`config.mk`:
```
export PLATFORM = sky130hd
export DESIGN_NAME = ninebit_rx_status
export DESIGN_NICKNAME = d
export VERILOG_FILES = /design/src/rtl/nb_status_pkg.sv /design/src/rtl/nb_frame_eval.sv /design/src/rtl/nb_item_counter.sv /design/src/rtl/nb_sticky_flag.sv /design/src/rtl/ninebit_rx_status.sv
export SDC_FILE = /design/constraint.sdc
export NUM_CORES = 1
export LEC_CHECK = 0
export BUFFER_PORTS_ARGS = -buffer_cell sky130_fd_sc_hd__clkbuf_2
export CAP_MARGIN = 20
export CORE_MARGIN = 2
export CORE_UTILIZATION = 43
export DETAILED_ROUTE_END_ITERATION = 8
export PLACE_DENSITY = 0.88
export SLEW_MARGIN = 30
export SYNTH_ARGS = -nofsm -noshare
export SYNTH_HDL_FRONTEND = slang
export SYNTH_SLANG_ARGS = --single-unit
```
`constraint.sdc`:
```
create_clock -name clk -period 3.8 [get_ports clk]
set_input_delay 0.57 -clock clk [delete_from_list [all_inputs] [get_ports clk]]
set_output_delay 0.57 -clock clk [all_outputs]
set_load 0.02 [all_outputs]
```
`src/rtl/nb_status_pkg.sv`:
```
package nb_status_pkg;

    typedef enum logic [1:0] {
        MODE_UART     = 2'b00,
        MODE_ALT_A    = 2'b01,
        MODE_ALT_B    = 2'b10,
        MODE_AUTOBAUD = 2'b11
    } nb_mode_e;

    typedef struct packed {
        logic len9;
        logic exp_en;
        logic cmp_en;
        logic det_lvl;
    } nb_ctrl_t;

    localparam int FLAG_EXP  = 0;
    localparam int FLAG_ID   = 1;
    localparam int FLAG_BUF  = 2;
    localparam int NUM_FLAGS = 3;

    typedef logic [NUM_FLAGS-1:0] nb_flags_t;

    function automatic logic mode_counts_items(nb_mode_e m);
        return (m == MODE_UART) || (m == MODE_AUTOBAUD);
    endfunction

endpackage

```
`src/rtl/nb_frame_eval.sv`:
```
module nb_frame_eval
    import nb_status_pkg::*;
#(
    parameter int DATA_W = 8
) (
    input  nb_ctrl_t            ctrl,
    input  logic                frm_valid,
    input  logic [DATA_W-1:0]   frm_data,
    input  logic                frm_bit9,
    input  logic [DATA_W-1:0]   addr,
    output logic                exp_hit,
    output logic                id_hit
);
    logic level_ok;

    always_comb begin
        level_ok = ctrl.len9 && ctrl.exp_en && (frm_bit9 == ctrl.det_lvl);
        exp_hit  = frm_valid && level_ok;
        id_hit   = frm_valid && level_ok && ctrl.cmp_en && (frm_data == addr);
    end
endmodule

```
`src/rtl/nb_item_counter.sv`:
```
module nb_item_counter #(
    parameter int CNT_W = 4
) (
    input  logic             clk,
    input  logic             rst,
    input  logic             count_en,
    input  logic [CNT_W-1:0] target,
    input  logic             item_evt,
    input  logic             item_err,
    output logic             done
);
    localparam logic [CNT_W-1:0] ONE = CNT_W'(1);

    logic [CNT_W-1:0] cnt_q;
    logic [CNT_W-1:0] cnt_inc;
    logic [CNT_W-1:0] tgt;
    logic             reach;

    always_comb begin
        tgt     = (target == '0) ? ONE : target;
        cnt_inc = cnt_q + ONE;
        reach   = (cnt_inc >= tgt);
        done    = count_en && item_evt && !item_err && reach;
    end

    always_ff @(posedge clk) begin
        if (rst || !count_en) begin
            cnt_q <= '0;
        end else if (item_evt) begin
            if (item_err || reach) cnt_q <= '0;
            else                   cnt_q <= cnt_inc;
        end
    end
endmodule

```
`src/rtl/nb_sticky_flag.sv`:
```
module nb_sticky_flag (
    input  logic clk,
    input  logic rst,
    input  logic set,
    input  logic clr,
    output logic q
);
    always_ff @(posedge clk) begin
        if (rst)      q <= 1'b0;
        else if (set) q <= 1'b1;
        else if (clr) q <= 1'b0;
    end
endmodule

```
`src/rtl/ninebit_rx_status.sv`:
```
module ninebit_rx_status
    import nb_status_pkg::*;
#(
    parameter int CNT_W = 4
) (
    input  logic             clk,
    input  logic             rst,
    input  logic             cfg_len9,
    input  logic             cfg_exp_en,
    input  logic             cfg_cmp_en,
    input  logic             cfg_det_lvl,
    input  logic [1:0]       cfg_mode,
    input  logic [7:0]       cfg_addr,
    input  logic [CNT_W-1:0] cfg_items,
    input  logic             frm_valid,
    input  logic [7:0]       frm_data,
    input  logic             frm_bit9,
    input  logic             item_evt,
    input  logic             item_err,
    input  logic             clr_wr,
    input  logic [2:0]       clr_mask,
    output logic [2:0]       clr_rdata,
    output logic             flag_exp,
    output logic             flag_id,
    output logic             flag_buf
);
    nb_ctrl_t  ctrl;
    nb_mode_e  mode;
    nb_flags_t set_vec;
    nb_flags_t clr_vec;
    nb_flags_t flags;
    logic      exp_hit, id_hit, buf_done, count_en;

    always_comb begin
        ctrl     = '{len9: cfg_len9, exp_en: cfg_exp_en,
                     cmp_en: cfg_cmp_en, det_lvl: cfg_det_lvl};
        mode     = nb_mode_e'(cfg_mode);
        count_en = mode_counts_items(mode);
    end

    nb_frame_eval #(.DATA_W(8)) u_eval (
        .ctrl      (ctrl),
        .frm_valid (frm_valid),
        .frm_data  (frm_data),
        .frm_bit9  (frm_bit9),
        .addr      (cfg_addr),
        .exp_hit   (exp_hit),
        .id_hit    (id_hit)
    );

    nb_item_counter #(.CNT_W(CNT_W)) u_cnt (
        .clk      (clk),
        .rst      (rst),
        .count_en (count_en),
        .target   (cfg_items),
        .item_evt (item_evt),
        .item_err (item_err),
        .done     (buf_done)
    );

    always_comb begin
        set_vec           = '0;
        set_vec[FLAG_EXP] = exp_hit;
        set_vec[FLAG_ID]  = id_hit;
        set_vec[FLAG_BUF] = buf_done;
        clr_vec           = clr_wr ? clr_mask : '0;
    end

    for (genvar g = 0; g < NUM_FLAGS; g++) begin : g_flag
        nb_sticky_flag u_flag (
            .clk (clk),
            .rst (rst),
            .set (set_vec[g]),
            .clr (clr_vec[g]),
            .q   (flags[g])
        );
    end

    assign flag_exp  = flags[FLAG_EXP];
    assign flag_id   = flags[FLAG_ID];
    assign flag_buf  = flags[FLAG_BUF];
    assign clr_rdata = '0;
endmodule

```
# Yosys cells after proc, flatten, opt, wreduce, memory -nomap -nowiden
# Index checks and enable logic that the tools add are counted.
[totals]
ff_bits = 7
in_bits = 36
out_inout_bits = 6
wordCells = 36
[op_classes]
add_sub_neg = 1
magnitude_cmp = 1
n_eq_ne = 3
muxes = 9
reduce_logical = 18
[op_table]
columns = ["op", "n"]
rows = [
  ["$eq 8x8->1", 1],
  ["$logic_and 1x1->1", 8],
  ["$mux 4", 2],
  ["$mux 1", 6],
  ["$reduce_bool 2->1", 3],
  ["$add 4x1->4 const B", 1],
  ["$ge 4x4->1", 1],
  ["$logic_not 4->1", 1],
  ["$logic_or 1x1->1", 3],
  ["$mux 3", 1],
  ["$eq 2x2->1 const B", 1],
  ["$logic_not 1->1", 2],
  ["$logic_not 2->1", 1],
  ["$eq 1x1->1", 1],
]

# Longest topological paths before layout
# Gate-level depths: netlist (run 1).
[logic_depth]
ltp_word = 6
ltp_mapped = 7
ltp_nobuf = 7

# Modules after synthesis
# Synthesis (run 1) repeated with hierarchy kept, for this count alone.
[hier_totals]
cells_unflattened = 75
hier_area_um2 = 615.6
[modules_own_cells]
columns = ["mod", "n_inst", "cells_per_inst", "area_per_inst_um2"]
rows = [
  ["nb_item_counter", 1, 40, 331.6],
  ["nb_sticky_flag", 3, 4, 38.8],
  ["nb_frame_eval", 1, 15, 113.9],
  ["ninebit_rx_status", 1, 8, 53.8],
]

# Worst setup path before layout (run 1)
# OpenSTA, ideal clock, no wires.
[synth_path]
path_type = "input-to-reg"
from = "input port cfg_items[1]"
to = "register g_flag[2].u_flag.q"
arrival_time_ns = 1.971
required_time_ns = 3.685
slack_ns = 1.713
cell_stages = 7
path_cell_list = "inv_1 a31o_2 ha_1 nand2b_1 a2111oi_4 nor4b_1 o21ba_2"
[synth_via]
elab_chain_len = 5
word_cells_on_any_way = 6
[synth_lines]
columns = ["element", "line_no", "source"]
rows = [
  ["start, declared", "ninebit_rx_status.sv:14", "input logic [CNT_W-1:0] cfg_items,"],
  ["$logic_not 4->1", "nb_item_counter.sv:20", "tgt = (target == '0) ? ONE : target;"],
  ["$mux 4 (*)", "nb_item_counter.sv:20", ""],
  ["$ge 4x4->1 (*)", "nb_item_counter.sv:22", "reach = (cnt_inc >= tgt);"],
  ["$logic_and 1x1->1 (*)", "nb_item_counter.sv:23", "done = count_en && item_evt && !item_err && reach;"],
  ["$mux 1 / $reduce_bool 2->1 (equally long branches)", "-", ""],
  ["end signal, assigned", "nb_sticky_flag.sv:9", "if (rst) q <= 1'b0;"],
  ["end signal, assigned", "nb_sticky_flag.sv:10", "else if (set) q <= 1'b1;"],
  ["end signal, assigned", "nb_sticky_flag.sv:11", "else if (clr) q <= 1'b0;"],
  ["end, declared", "nb_sticky_flag.sv:6", "output logic q"],
]
# Mark *: on every way between the ends. The rest lies on a longest branch, timed or not.
# A chain may end at the register's enable or synchronous reset.

# Worst setup path in the final report (run 1)
# Same ends and word-level chain as after synthesis.

==> summary.txt, run 1 <==
routed via count - 604
post-DP HPWL - 1.16 mm
final-report setup violation count - 0
Slew Limit Fails - 0
largest net degree at the start of global routing - 8
final instance area - 822 µm²
Synth top area share - 23.3%
Total GRT Usage - 17.6%
prevailing post-synth register cell - dfxtp_1
fin crit share - 52.8%
Hold WC Path Type - reg -> reg
Pwr Density - 241 nW/µm²
slowest stage delay, CP - 470 ps
Final ANT Viol Nets - 0
clock sinks - 7
clk root buf - clkbuf_4
Top Family by Delay on Critical Path - compound AO/OA/AOI/OAI gates
total of max-cap violations - 0
DRC errors left - 0
post-CTS setup buffer count - 0
number of global-route vias before repair - 625
RSZ-0062 raised after global routing - no
Finished Layout Cells - 124
most frequent cell after synthesis - xnor2_1
critical hold path startpoint - g_flag[0].u_flag.q
mapped cell area - 602 µm²
FP Rows - 13
top cells by area, synth - dfxtp_1 (23%), xnor2_1 (13%), ha_1 (10%)
cell count after synthesis - 68
number of inserted diodes - 0
clk_skew - 11.6 ps
Worst Setup Start Kind - input pin
CTS clock-pin slew for the worst setup and hold paths - 60 ps
CTS tree - built
Cell Area, Placed - 796 µm²
number of flops mapped to enable cells by yosys - 0
r2r startpoint - u_cnt.cnt_q[0]
CORE AREA - 1300 µm²
antenna violations before repair - 0
area grow syn2layout - 36.6%
IO Port Bufs - 38
Synth top cells by count - xnor2_1 (9), dfxtp_1 (7), a21oi_1 (6), nand2b_1 (6), ha_1 (5)
register area share after synthesis - 23.3%
utilization after layout - 63.2%
DIE WIDTH - 41.4 µm
peak supply drop - 0.000147 V
CTS Buf Count - 3
yosys warns - 0
latest clock arrival within the worst-skew pair - 260 ps
share of flip-flops with an asynchronous set or reset - 0%
fin crit period - 2010 ps
Placed Cells - 120
critical path's slowest cell - a2111oi_4
H-tree Lvls - 1
status - completed
Vias/cell - 4.87
Final Wtd Congestion - 0.695
fillcell total - 116
buffers and inverters on the worst path - 2
post-synth cell types - 26
Pre-antenna DRT Iters - 2
clock buffer depth - 2
post-CTS sizing - 0
io pins - 42
Mean Syn Cell Area - 8.85 µm²
kind of critical path - in -> reg
Req. time, crit path - 3960 ps
grt total ovfl - 0
CP max FO - 5
Hold Buf Count CTS - 0
Starting Density - 46.2%
#FFs+latches synth - 7
Setup TNS Final - 0 ps
global-route wire length before repair - 2.36 mm
layout cell share with drive strength beyond 1 - 42.2%
Critical Path Source - cfg_items[1]
Routed wire per std cell - 10.5 µm
setup ws final - 1790 ps
Critical Path AT - 2160 ps
routed wire length - 1.30 mm
die area - 1710 µm²
Fin. Hold Viols - 0
endpoint class of the critical path - flop
height of the die - 41.4 µm
fmax - 499 MHz
initial DRC count - 9
fin nets - 151
leakage - 0.392 nW
worst path cell trace - clkbuf_2 -> inv_1 -> a31o_2 -> ha_1 -> nand2b_1 -> a2111oi_4 -> nor4b_1 -> o21ba_2
Synth area leader - dfxtp_1
pre-CTS WS - 1520 ps
[flip-flops by register name, indices dropped and copies added, names as in the netlist]
signal	count
g_flag.u_flag.q	3
u_cnt.cnt_q	4
[worst reg2reg max path, delay by kind of cell (launching register included)]
family / cells / cell delay (ps)
AND/OR/NAND/NOR: 2 / 370
adder cells (fa/ha/maj): 2 / 480
AO/OA/AOI/OAI: 2 / 390
XOR/XNOR: 1 / 170
flip-flops: 1 / 400
[cell families after synthesis]
logic type,after synthesis,share of synthesized area [%]
buffers and inverters,6,5.61
adder cells (fa/ha/maj),5,10.4
AND/OR/NAND/NOR,21,20.8
AO/OA/AOI/OAI,16,21.8
flip-flops,7,23.3
other,1,0.623
XOR/XNOR,12,17.5
[layer usage]
layer,GRT usage [%],wire length (µm),vias up
met2,31.9,640,36
li1,-,-,316
met4,11.0,20,0
met5,0,0,-
met3,6.09,144,2
met1,16.7,498,250
[final timing paths]
| path | endpoint | slack, ps | depth (start not counted) |
|---|---|---|---|
| min | g_flag[0].u_flag.q | 460 | 2 |
| min reg2reg | g_flag[0].u_flag.q | 460 | 2 |
| max | g_flag[2].u_flag.q | 1790 | 8 |
| max reg2reg | g_flag[2].u_flag.q | 1900 | 7 |
[through the flow]
step                hold slack [ps]  total power, mW
floorplan                       455            0.107
global placement                448            0.127
detailed placement              452            0.129
CTS                             459            0.201
global route                    501            0.210
finish                          460            0.198
[area by class of cell]
class / instances / area [µm²] / area share [%]
inverter: 3 / 11.3 / 1.37
tap: 15 / 18.8 / 2.28
timing repair buffer: 38 / 190 / 23.1
sequential: 7 / 140 / 17.0
clock buffer: 4 / 26.3 / 3.20
multi-input combinational: 57 / 435 / 53.0
[report_power, final]
group | total [mW] | switching (mW) | internal [mW]
sequential | 0.0753 | 0.000889 | 0.0744
combinational | 0.0516 | 0.0229 | 0.0287
clock | 0.0715 | 0.0311 | 0.0403
total | 0.198 | 0.0549 | 0.143
[layout by cell type (no fill, tap or decap)]
master      n
a21boi_0    1
a21oi_1     6
nand4_1     2
ha_1        5
conb_1      3
dfxtp_1     7
a31o_2      1
inv_1       3
nor2_1      2
a2111oi_4   1
nor2b_1     1
clkbuf_1    1
nor4b_1     1
xor2_1      3
o21ai_0     1
o31ai_2     1
or2_2       1
nand2_1     3
nand3_1     2
nand2b_1    6
o21ba_2     1
clkbuf_4    3
o21a_1      1
clkbuf_2   38
o211ai_1    3
xnor2_1     9
nand3b_1    2
or4b_1      1
No activity file was read; power rests on OpenSTA's default activity.
==> inputs of run 2 (changes only) <==
--- a/config.mk
+++ b/config.mk
@@ -8,9 +8,9 @@
 export BUFFER_PORTS_ARGS = -buffer_cell sky130_fd_sc_hd__clkbuf_2
 export CAP_MARGIN = 20
 export CORE_MARGIN = 2
-export CORE_UTILIZATION = 43
+export CORE_UTILIZATION = 36
 export DETAILED_ROUTE_END_ITERATION = 8
-export PLACE_DENSITY = 0.88
+export PLACE_DENSITY = 0.79
 export SLEW_MARGIN = 30
 export SYNTH_ARGS = -nofsm -noshare
 export SYNTH_HDL_FRONTEND = slang
==> constraint.sdc (replaced) <==
create_clock -name clk -period 1.62 [get_ports clk]
set_input_delay 0.243 -clock clk [delete_from_list [all_inputs] [get_ports clk]]
set_output_delay 0.243 -clock clk [all_outputs]
set_load 0.02 [all_outputs]
==> summary.txt, run 2 (same netlist as run 1, synthesis figures left out) <==
DRC errors left - 0
Total GRT Usage - 18.2%
Pwr Density - 498 nW/µm²
CTS clock-pin slew for the worst setup and hold paths - 50 ps
fin nets - 159
most frequent cells in the layout - clkbuf_2 (38), xnor2_1 (8), buf_4 (8)
Most flops, register - u_cnt.cnt_q
H-tree Lvls - 1
GR Util met3 - 4.80%
Worst Setup Start Kind - flop
largest net degree at the start of global routing - 8
clock buffer depth - 2
endpoint class of the critical path - flop
met2 GRT Util - 33.0%
initial DRC count - 10
Pre-antenna DRT Iters - 4
clock sinks - 7
met1 usage - 18.3%
CTS Buf Count - 3
antenna violations before repair - 0
Fin. Hold Viols - 0
setup ws final - -94.8 ps
Vias/cell - 4.95
Placed Cells - 127
Finished Layout Cells - 133
GR peak layer - met2
fin crit share - 106%
Critical Path AT - 1860 ps
layout cell share with drive strength beyond 1 - 57.3%
latest clock arrival within the worst-skew pair - 250 ps
peak supply drop - 0.000339 V
number of inserted diodes - 0
Final ANT Viol Nets - 0
total of max-cap violations - 0
post-DP HPWL - 1.40 mm
CTS tree - built
IO Port Bufs - 38
clk_skew - 2.30 ps
Regs by FF count - u_cnt.cnt_q x4, g_flag.u_flag.q x3
most common cell after layout, fill and taps aside - clkbuf_2
final-report setup violation count - 5
Routed wire per std cell - 12.5 µm
Hold WC Path Type - in -> reg
io pins - 42
area grow syn2layout - 61.3%
grt total ovfl - 0
failing checks - setup timing
status - finished with violations
CP max FO - 5
fmax - 583 MHz
FP Rows - 14
fin crit period - 1710 ps
height of the die - 44.9 µm
pre-CTS WS - -178 ps
multi-input logic area - 512 µm²
fillcell total - 128
max reg flops - 4
routed via count - 658
global-route wire length before repair - 2.62 mm
Slew Limit Fails - 0
Starting Density - 39.0%
Req. time, crit path - 1770 ps
Final Wtd Congestion - 0.761
kind of critical path - reg -> reg
RSZ-0062 raised after global routing - yes
routed wire length - 1.66 mm
Seq. cell area - 151 µm²
clk root buf - clkbuf_4
number of global-route vias before repair - 658
leakage - 0.445 nW
DIE WIDTH - 44.9 µm
die area - 2010 µm²
CORE AREA - 1540 µm²
-- run 2: cell count changes in the layout (fill, tap and decap cells not counted), moves of 2 or more --
cell	change
buf_4	+8
ha_1	-5
dfxtp_1	-3
dfxtp_4	+3
ha_4	+3
ha_2	+2
-- run 2: layout make-up --
class                           instances  area share [%]
Clock buffer                            4            2.71
Inverter                                3            1.16
Multi-Input combinational cell         57            52.7
Sequential cell                         7            15.6
Tap cell                               16            2.06
Timing Repair Buffer                   46            25.8
-- run 2: where the power goes --
group | internal [mW] | leakage [nW] | switching, mW
registers | 0.170 | 0.0589 | 0.00223
logic | 0.0830 | 0.371 | 0.0645
clock network | 0.0943 | 0.0150 | 0.0692
total | 0.348 | 0.445 | 0.136
-- run 2: through the flow --
| stage | area, µm² | TNS (ps) | hold WS (ps) | util (%) | power, mW |
|---|---|---|---|---|---|
| final | 971 | -270 | 200 | 63.0 | 0.484 |
| after global routing | 971 | -672 | 209 | 63.0 | 0.513 |
| after CTS | 930 | -149 | 195 | 60.3 | 0.494 |
| after detailed placement | 897 | -728 | 471 | 58.2 | 0.324 |
| after global placement | 897 | -360 | 451 | 58.2 | 0.316 |
| after floorplan | 664 | -10.2 | 312 | - | 0.259 |
-- run 2: path summary, 6_finish.rpt --
kind	startpoint	endpoint	slack [ps]	cells past startpoint
setup / recovery	u_cnt.cnt_q[0]	g_flag[2].u_flag.q	-90	5
hold reg to reg	g_flag[0].u_flag.q	g_flag[0].u_flag.q	480	2
setup reg to reg	u_cnt.cnt_q[0]	g_flag[2].u_flag.q	-90	5
hold / removal	rst	g_flag[0].u_flag.q	200	2
-- run 2: routing by layer --
layer,vias up,routed length (µm)
met4,0,19
met1,288,621
met3,4,134
met5,-,0
met2,31,888
li1,335,-
-- run 2: timing repair --
action                     4_1_cts  5_1_grt
hold buffers                     0        0
cloned                           0        0
setup buffers                    0        2
resized for setup                2        7
setup endpoints to repair        5        5
pin swaps                        5        6
-- run 2: critical path, stage by stage (launching register included) --
cell and delay (ps):
dfxtp_4 360, ha_4 280, ha_4 200, a2111oi_4 480, nor4b_2 90, o21ba_2 200
